**config.mk**
```make
export PLATFORM = sky130hd
export DESIGN_NAME = spi_slave_engine
export DESIGN_NICKNAME = d
export VERILOG_FILES = /design/src/rtl/spi_slv_pkg.sv /design/src/rtl/spi_slv_sync.sv /design/src/rtl/spi_slv_edge.sv /design/src/rtl/spi_slv_shift.sv /design/src/rtl/spi_slave_engine.sv
export SDC_FILE = /design/constraint.sdc
export NUM_CORES = 1
export LEC_CHECK = 0
export BUFFER_PORTS_ARGS = -buffer_cell sky130_fd_sc_hd__buf_4
export CORE_MARGIN = 10
export CORE_UTILIZATION = 56
export DETAILED_ROUTE_END_ITERATION = 8
export PLACE_DENSITY_LB_ADDON = 0.3
export SLEW_MARGIN = 20
export SYNTH_ARGS = -nofsm -noshare
export SYNTH_HDL_FRONTEND = slang
export SYNTH_SLANG_ARGS = --single-unit
```
**constraint.sdc**
```tcl
create_clock -name clk_i -period 2.3 [get_ports clk_i]
set_input_delay 0 -clock clk_i [delete_from_list [all_inputs] [get_ports clk_i]]
set_output_delay 0 -clock clk_i [all_outputs]
set_load 0.03 [all_outputs]
```
**src/rtl/spi_slv_pkg.sv**
```systemverilog
package spi_slv_pkg;
  localparam int unsigned MAX_W    = 16;
  localparam int unsigned NARROW_W = 8;
  localparam int unsigned CNT_W    = $clog2(2 * MAX_W);
  localparam int unsigned SYNC_N   = 2;

  typedef logic [MAX_W-1:0] word_t;
  typedef logic [CNT_W-1:0] cnt_t;
endpackage

```
**src/rtl/spi_slv_sync.sv**
```systemverilog
module spi_slv_sync #(
  parameter int unsigned           WIDTH   = 1,
  parameter int unsigned           STAGES  = 2,
  parameter logic [WIDTH-1:0]      RST_VAL = '0
) (
  input  logic             clk_i,
  input  logic             rst_ni,
  input  logic [WIDTH-1:0] d_i,
  output logic [WIDTH-1:0] q_o
);
  logic [WIDTH-1:0] stg_q [STAGES];

  for (genvar g = 0; g < STAGES; g++) begin : g_stage
    always_ff @(posedge clk_i or negedge rst_ni) begin
      if (!rst_ni) stg_q[g] <= RST_VAL;
      else if (g == 0) stg_q[g] <= d_i;
      else stg_q[g] <= stg_q[(g == 0) ? 0 : g-1];
    end
  end

  assign q_o = stg_q[STAGES-1];
endmodule

```
**src/rtl/spi_slv_edge.sv**
```systemverilog
module spi_slv_edge
  import spi_slv_pkg::*;
(
  input  logic clk_i,
  input  logic rst_ni,
  input  logic sck_s_i,
  input  logic ss_s_i,
  input  logic cpol_i,
  input  logic cpha_i,
  input  logic wide_i,
  output logic latch_o,
  output logic shift_o,
  output logic last_o,
  output logic done_o,
  output logic ss_fall_o,
  output cnt_t cnt_o
);
  logic sck_n, sck_q, ss_q, edge_v, odd;
  cnt_t cnt_q, last_cnt;

  assign sck_n    = sck_s_i ^ cpol_i;  // normalised: idle low
  assign edge_v   = (sck_n ^ sck_q) & ~ss_s_i;
  assign odd      = ~cnt_q[0];         // edge number = cnt_q + 1
  assign last_cnt = wide_i ? cnt_t'(2*MAX_W-1) : cnt_t'(2*NARROW_W-1);
  assign last_o   = edge_v & (cnt_q == last_cnt);
  assign ss_fall_o = ss_q & ~ss_s_i;

  always_comb begin
    if (cpha_i) begin
      latch_o = edge_v & ~odd;
      shift_o = edge_v & ((odd & (cnt_q != '0)) | last_o);
    end else begin
      latch_o = edge_v & odd;
      shift_o = edge_v & ~odd;
    end
  end

  assign done_o = last_o;
  assign cnt_o  = cnt_q;

  always_ff @(posedge clk_i or negedge rst_ni) begin
    if (!rst_ni) begin
      sck_q <= 1'b0;
      ss_q  <= 1'b1;
      cnt_q <= '0;
    end else begin
      sck_q <= sck_n;
      ss_q  <= ss_s_i;
      if (ss_s_i)      cnt_q <= '0;
      else if (last_o) cnt_q <= '0;
      else if (edge_v) cnt_q <= cnt_q + 1'b1;
    end
  end

  AST_NARROW_BOUND: assert property (@(posedge clk_i) disable iff (!rst_ni)
    (!wide_i && !ss_s_i) |-> cnt_q < cnt_t'(2*NARROW_W));
  AST_EDGE_STEP: assert property (@(posedge clk_i) disable iff (!rst_ni)
    (edge_v && !last_o) |=> cnt_q == $past(cnt_q) + 1'b1);
  AST_LATCH_SHIFT_SPLIT: assert property (@(posedge clk_i) disable iff (!rst_ni)
    !(latch_o && shift_o && !last_o));
endmodule

```
**src/rtl/spi_slv_shift.sv**
```systemverilog
module spi_slv_shift
  import spi_slv_pkg::*;
(
  input  logic  clk_i,
  input  logic  rst_ni,
  input  logic  lsb_first_i,
  input  logic  wide_i,
  input  logic  cpha_i,
  input  logic  mosi_s_i,
  input  logic  latch_i,
  input  logic  shift_i,
  input  logic  last_i,
  input  logic  load_i,
  input  word_t load_data_i,
  output logic  tx_bit_o,
  output word_t rx_word_o
);
  word_t sh_q, sh_r, sh_l, nxt, mask;
  logic  hold_q, in_bit;
  int    top;

  assign top    = wide_i ? MAX_W-1 : NARROW_W-1;
  assign mask   = wide_i ? '1 : word_t'((1 << NARROW_W) - 1);
  assign in_bit = (cpha_i & last_i) ? mosi_s_i : hold_q;
  assign sh_r   = {1'b0, sh_q[MAX_W-1:1]};
  assign sh_l   = {sh_q[MAX_W-2:0], 1'b0};

  always_comb begin
    for (int i = 0; i < MAX_W; i++) begin
      if (lsb_first_i) nxt[i] = (i == top) ? in_bit : ((i < top) ? sh_r[i] : 1'b0);
      else             nxt[i] = (i == 0)   ? in_bit : ((i <= top) ? sh_l[i] : 1'b0);
    end
  end

  assign tx_bit_o  = lsb_first_i ? sh_q[0] : (wide_i ? sh_q[MAX_W-1] : sh_q[NARROW_W-1]);
  assign rx_word_o = nxt & mask;

  always_ff @(posedge clk_i or negedge rst_ni) begin
    if (!rst_ni) begin
      sh_q   <= '0;
      hold_q <= 1'b0;
    end else begin
      if (latch_i) hold_q <= mosi_s_i;
      if (load_i)       sh_q <= load_data_i & mask;
      else if (shift_i) sh_q <= nxt;
    end
  end

  AST_NARROW_TOP_CLEAR: assert property (@(posedge clk_i) disable iff (!rst_ni)
    (!wide_i && $past(!wide_i) && $past(shift_i || load_i)) |-> sh_q[MAX_W-1:NARROW_W] == '0);
endmodule

```
**src/rtl/spi_slave_engine.sv**
```systemverilog
module spi_slave_engine
  import spi_slv_pkg::*;
(
  input  logic              clk_i,
  input  logic              rst_ni,
  input  logic              cpol_i,
  input  logic              cpha_i,
  input  logic              lsb_first_i,
  input  logic              wide_i,
  input  logic              tx_load_i,
  input  logic [MAX_W-1:0]  tx_data_i,
  input  logic              rx_read_i,
  input  logic              sck_i,
  input  logic              ss_ni,
  input  logic              mosi_i,
  output logic              miso_o,
  output logic              miso_oe_o,
  output logic [MAX_W-1:0]  rx_data_o,
  output logic              spif_o
);
  logic  sck_s, ss_s, mosi_s;
  logic  latch, shift, last, done, ss_fall, tx_bit;
  cnt_t  cnt;
  word_t tx_buf_q, rx_q, rx_word;
  logic  spif_q;

  spi_slv_sync #(.WIDTH(3), .STAGES(SYNC_N), .RST_VAL(3'b010)) u_sync (
    .clk_i  (clk_i),
    .rst_ni (rst_ni),
    .d_i    ({sck_i, ss_ni, mosi_i}),
    .q_o    ({sck_s, ss_s, mosi_s})
  );

  spi_slv_edge u_edge (
    .clk_i     (clk_i),
    .rst_ni    (rst_ni),
    .sck_s_i   (sck_s),
    .ss_s_i    (ss_s),
    .cpol_i    (cpol_i),
    .cpha_i    (cpha_i),
    .wide_i    (wide_i),
    .latch_o   (latch),
    .shift_o   (shift),
    .last_o    (last),
    .done_o    (done),
    .ss_fall_o (ss_fall),
    .cnt_o     (cnt)
  );

  spi_slv_shift u_shift (
    .clk_i       (clk_i),
    .rst_ni      (rst_ni),
    .lsb_first_i (lsb_first_i),
    .wide_i      (wide_i),
    .cpha_i      (cpha_i),
    .mosi_s_i    (mosi_s),
    .latch_i     (latch),
    .shift_i     (shift),
    .last_i      (last),
    .load_i      (ss_fall | done),
    .load_data_i (tx_buf_q),
    .tx_bit_o    (tx_bit),
    .rx_word_o   (rx_word)
  );

  always_ff @(posedge clk_i or negedge rst_ni) begin
    if (!rst_ni) begin
      tx_buf_q <= '0;
      rx_q     <= '0;
      spif_q   <= 1'b0;
    end else begin
      if (tx_load_i) tx_buf_q <= tx_data_i;
      if (done) rx_q <= rx_word;
      if (done)           spif_q <= 1'b1;  // completion wins over read
      else if (rx_read_i) spif_q <= 1'b0;
    end
  end

  assign miso_oe_o = ~ss_s;
  assign miso_o    = (ss_s | (cpha_i & (cnt == '0))) ? 1'b0 : tx_bit;
  assign rx_data_o = rx_q;
  assign spif_o    = spif_q;

  AST_FLAG_CAUSE: assert property (@(posedge clk_i) disable iff (!rst_ni)
    $rose(spif_q) |-> $past(done));
  AST_READ_CLEARS: assert property (@(posedge clk_i) disable iff (!rst_ni)
    (rx_read_i && !done) |=> !spif_q);
  AST_RX_HOLD: assert property (@(posedge clk_i) disable iff (!rst_ni)
    !done |=> $stable(rx_q));
  AST_IDLE_QUIET: assert property (@(posedge clk_i) disable iff (!rst_ni)
    ss_s |=> !spif_q || $past(spif_q));
endmodule

```
# After elaboration in Yosys (flattened, before gate mapping)
# Index checks and enable logic that the tools add are counted.
# classes
add_sub_neg	1
n_mul	0
n_reduce_logical	6
n_bitwise	18
mux	78
shift	0
eq_ne	16
magnitude_cmp	30
div	0
# op_table
op	n
$eq 5x32->1 const A	8
$le 5x32->1 const A	8
$lt 5x32->1 const A	7
$eq 4x32->1 const A	4
$le 4x32->1 const A	4
$lt 4x32->1 const A	4
$mux 1	70
$eq 3x32->1 const A	2
$le 3x32->1 const A	2
$lt 3x32->1 const A	2
$mux 16	3
$and 16x16->16	2
$eq 2x32->1 const A	1
$le 2x32->1 const A	1
$logic_not 32->1	1
$lt 1x32->1 const A	1
$lt 2x32->1 const A	1
$mux 5	4
$and 1x1->1	9
$add 5x1->5 const B	1
$eq 5x5->1	1
$logic_not 5->1	1
$reduce_bool 5->1	1
$mux 4	1
other kinds (5)	10
# word_totals
romBits	0
out_inout_bits	19
ff_bits	63
mem_bits_rw	0
latchBits	0
memories	0

# Depth between registers and ports, before layout
# depth
ltp_word	10
depth_mapped	8

# Hierarchy
# From an unflattened synthesis, not the netlist that was laid out.
# unflattened
hier_cells	249
area_unflattened_um2	2966.6
# modules_own_cells
mod	area_per_inst_um2	instances	cells_per_inst	seq_area_each_um2
spi_slave_engine	1247.4	1	75	825.8
spi_slv_shift	1116.1	1	121	425.4
spi_slv_edge	427.9	1	44	176.4
spi_slv_sync	175.2	1	9	152.6

# Worst setup path before layout
# OpenSTA, ideal clock, no wires.
# synth_timing
path_type	reg2reg
startpoint	register u_edge.cnt_q[0] (netlist: u_edge.cnt_o[0])
endpoint	register u_shift.sh_q[15]
synth_period_minus_slack_ns	1.874
t_arrival_ns	1.748
stages_incl_launch_ff	7
required_ns	2.174
setup_time_ns	0.126
path_buffers	1
path_slack_ns	0.426
cell_sequence	dfrtp_1 -> ha_1 -> nand3_1 -> o41ai_2 -> buf_2 -> nor2_1 -> a221o_1
# synth_via
elab_chain_cells	8
# synth_rtl
element	line	text
from (decl)	spi_slv_edge.sv:19	cnt_t cnt_q, last_cnt;
from (signal assigned)	spi_slv_edge.sv:51	else if (edge_v) cnt_q <= cnt_q + 1'b1;
$eq 5x5->1	spi_slv_edge.sv:25	assign last_o = edge_v & (cnt_q == last_cnt);
$and 1x1->1	spi_slv_edge.sv:25	
$and 1x1->1	spi_slv_shift.sv:24	assign in_bit = (cpha_i & last_i) ? mosi_s_i : hold_q;
$mux 1	spi_slv_shift.sv:24	
$mux 1 (2 in series)	spi_slv_shift.sv:30	if (lsb_first_i) nxt[i] = (i == top) ? in_bit : ((i < top) ? sh_r[i] : 1'b0);
$mux 16	spi_slv_shift.sv:45	else if (shift_i) sh_q <= nxt;
$mux 16	spi_slv_shift.sv:44	if (load_i) sh_q <= load_data_i & mask;
to (signal assigned)	spi_slv_shift.sv:44	
to (signal assigned)	spi_slv_shift.sv:45	
to (decl)	spi_slv_shift.sv:18	word_t sh_q, sh_r, sh_l, nxt, mask;
# Several ways; a longest one is shown, not always the timed one. The select of a mux whose other input is x is not followed.
# A chain may end at the register's enable or synchronous reset.

# Worst setup path in the final report
# layout_timing
startpoint	register u_sync.stg_q, in the netlist u_sync.q_o[2]
endpoint	register u_shift.sh_q[15]
# layout_via
elab_chain_cells	10
# layout_rtl
element	line	text
from (decl)	spi_slv_sync.sv:11	logic [WIDTH-1:0] stg_q [STAGES];
from (signal, indexed assignment)	spi_slv_sync.sv:16	else if (g == 0) stg_q[g] <= d_i;
from (signal, indexed assignment)	spi_slv_sync.sv:17	else stg_q[g] <= stg_q[(g == 0) ? 0 : g-1];
$xor 1x1->1 *	spi_slv_edge.sv:21	assign sck_n = sck_s_i ^ cpol_i;
$xor 1x1->1 *	spi_slv_edge.sv:22	assign edge_v = (sck_n ^ sck_q) & ~ss_s_i;
$and 1x1->1 *	spi_slv_edge.sv:22	
$and 1x1->1	spi_slv_edge.sv:25	
$and 1x1->1	spi_slv_shift.sv:24	
$mux 1	spi_slv_shift.sv:24	
$mux 1 (2 in series)	spi_slv_shift.sv:30	
$mux 16	spi_slv_shift.sv:45	
$mux 16	spi_slv_shift.sv:44	
# Every way passes the cells marked *; elsewhere a longest branch is shown, timed or not. The select of a mux whose other input is x is not followed.

==> flow_summary.toml <==
[run_status]
outcome = "completed"

[drt]
first_iter_violations = 127
routed.top_layer = "met4"
drc = 0
met2_length_mm = 3.38
routedWlPerCell_um = 16.9
drt-total-wl_mm = 6.72
dr_wl_met3_um = 467
avgViaCountPerCell = 5.42
dr_total_vias = 2157
wl_met1_mm = 2.77
ant_nets = 0
drtPass1Iterations = 4

[worst_setup_path]
crit_start = "u_sync.q_o[2]"
rr_worst_depth = 5
r2r_start = "u_sync.q_o[2]"
ff2ff_setup_slack_ns = 0.21
cp_top_family = "XOR/XNOR gates"
arrival_ns = 2.31
path_depth = 5
rr_endpoint = "u_shift.sh_q[15]"
critical_path_class = "flip-flop to flip-flop"
start_kind = "flip-flop"
path_max_fanout = 12
max_stage_delay_ns = 0.53
end_kind = "flip-flop"
cp_num_buf_inv = 0
required_ns = 2.52
crit_slowest_cell = "xnor3_2"
cp_cell_sequence = "xnor3_2 -> nor4_4 -> mux2i_1 -> a21oi_1 -> a221o_1"

[synth]
postSynth.asyncResetShare_pct = 100
syn_area_um2 = 2860
synth-seq-cells = 63
ys_types = 41
syn_avg_cell_area_um2 = 11.2
synth_nets = 285
synth-edff-count = 0
synth_seq_area_share_pct = 55.2
yosys_warnings = 0
synthCells = 256
synth_flop_cell = "dfrtp_1"

[sta]
rsz0062_at_grt = "no"
fin_skew_ns = 0.0117
finalSetupTns_ns = 0
maxSlewViolCount = 0
slew_headroom_pct = 48.6
max_freq_mhz = 479
min_period_over_period_pct = 90.8
whs_ns = 0.0188
min_period_ns = 2.09
setup_viol = 0
hold_viol = 0
worst_pin_slew_ns = 0.772

[floorplan]
core_um2 = 4850
rows = 25
die_y_um = 91.5
fp.dieW_um = 91.5
io_pins = 46
dieArea_um2 = 8370
initial_core_util_pct = 59.0

[cts]
clock_latency_ns = 0.34
clock-sinks = 63
clk_pin_slew_ns = 0.07
cts_tree = "built"
clockBufferDepth = 2
cts_buffers = 9
htree_levels = 3
cts-root-buf = "clkbuf_8"

[min_path]
whs_path_depth = 3
hold_path.startpoint = "wide_i"
hold_end = "rx_data_o[9]"
hold_path.class = "input pin to flip-flop"

[grt]
gr-total-overflow = 0
grt_max_degree = 64
grt_pass1_wl_mm = 11.4
grt_pass1_vias = 2328
antenna_found_initial = 0
grt_usage_pct = 16.8

[layout]
seqCellArea_um2 = 1580
num_antenna_cells = 0
multi_input_area_um2 = 1200
layout-drive-gt1-share_pct = 29.6
final_cell_mix = "dfrtp_1, buf_4, nand2_1, nor2_1, a21oi_1"
final_cells = 398
final_nets = 355
final_common_cell = "dfrtp_1"
area_growth_pct = 28.8
nFillCells = 339

[power_and_ir_drop]
leakagePower_nw = 1.70
ir_drop_v = 0.000504
power.density_nw_per_um2 = 746

[placed_design]
place_inst = 360
dp_hpwl_mm = 4.44
gp_congestion = 0.833
io_buffers = 45

[flow_run]
drv_cap = 0
-- logic make-up after synthesis --
kind of cell             after synthesis  synth area share (%)
AO/OA/AOI/OAI                         60                  12.8
XOR/XNOR                               4                  2.41
adder cells (fa/ha/maj)                2                 0.875
buffers and inverters                 21                  3.41
flip-flops                            63                  55.2
multiplexers                          35                  13.1
AND/OR/NAND/NOR                       71                  12.2
-- how the worst max path moves through the flow --
stage / slack, ns / endpoint
floorplan: 0.43 / u_shift.sh_q[15]
global placement: 0.24 / u_shift.sh_q[11]
detailed placement: 0.17 / u_shift.sh_q[8]
CTS: 0.11 / u_shift.sh_q[12]
global route: 0.06 / u_shift.sh_q[12]
finish: 0.21 / u_shift.sh_q[15]
-- final cells by class --
cell class,count,share of cell area (%)
clock buffer,13,4.58
timing repair buffer,73,16.4
clock inverter,3,0.475
multi-input combinational,172,32.7
tap,67,2.28
sequential,63,42.9
inverter,7,0.713
-- per-layer routing --
metal  GRT usage, %  up-vias
li1               -     1033
met1           19.6     1045
met2           27.6       69
met3           6.67       10
met4           5.09        0
met5              0        -
-- state kept, by name, summed over array words and instances (netlist names) --
name,cells
rx_data_o,16
spif_o,1
tx_buf_q,16
u_edge.cnt_o,5
u_edge.sck_q,1
u_edge.ss_q,1
u_shift.hold_q,1
u_shift.sh_q,16
u_sync.q_o,3
u_sync.stg_q,3
-- where the power goes --
| part | internal, W | leakage (nW) | switching, W | total (W) |
|---|---|---|---|---|
| Sequential | 0.00123 | 0.798 | 0.000107 | 0.00134 |
| Clock | 0.000476 | 0.0954 | 0.000410 | 0.000886 |
| Combinational | 0.000238 | 0.811 | 0.000282 | 0.000520 |
-- cells in the mapped netlist (2+ instances only) --
library cell / count / share of area (%)
buf_2: 6 / 1.0
nand2b_1: 4 / 0.87
clkbuf_1: 3 / 0.39
mux2i_1: 16 / 5.6
inv_1: 7 / 0.92
o31ai_1: 7 / 1.8
buf_1: 2 / 0.26
a21oi_1: 24 / 4.2
o21ai_0: 19 / 3.3
dfstp_2: 3 / 2.8
nand2_1: 26 / 3.4
nand3_1: 4 / 0.70
nor2_1: 25 / 3.3
nor4b_1: 2 / 0.61
nor4_4: 2 / 1.5
buf_4: 3 / 0.79
ha_1: 2 / 0.87
dfrtp_1: 60 / 52
mux2_2: 19 / 7.5
-- what timing repair did --
action / 4_1_cts / 5_1_grt
hold buffers: 22 / 0
endpoints found under the hold margin: 81 / 0
endpoints found under the setup margin: 0 / 7
setup buffers: 0 / 0
gates resized for setup: 0 / 2
-- worst register-to-register path, delay by kind of cell (launching register included) --
| family | cells | cell delay (ns) |
|---|---|---|
| AND/OR/NAND/NOR | 1 | 0.33 |
| XOR/XNOR | 1 | 0.53 |
| AO/OA/AOI/OAI | 2 | 0.44 |
| multiplexers | 1 | 0.27 |
| flip-flops | 1 | 0.40 |
-- metrics by stage --
| step | setup slack [ns] | total power (W) | util (%) | area [um^2] |
|---|---|---|---|---|
| 2_1_floorplan | 0.426 | 0.00166 | - | 2860 |
| 3_3_place_gp | 0.237 | 0.00181 | 67.4 | 3270 |
| 3_5_place_dp | 0.168 | 0.00184 | 67.4 | 3270 |
| 4_1_cts | 0.113 | 0.00275 | 75.8 | 3670 |
| 5_1_grt | 0.0615 | 0.00289 | 76.0 | 3680 |
| 6_report | 0.212 | 0.00275 | 76.0 | 3680 |
(Power assumes the default switching activity.)
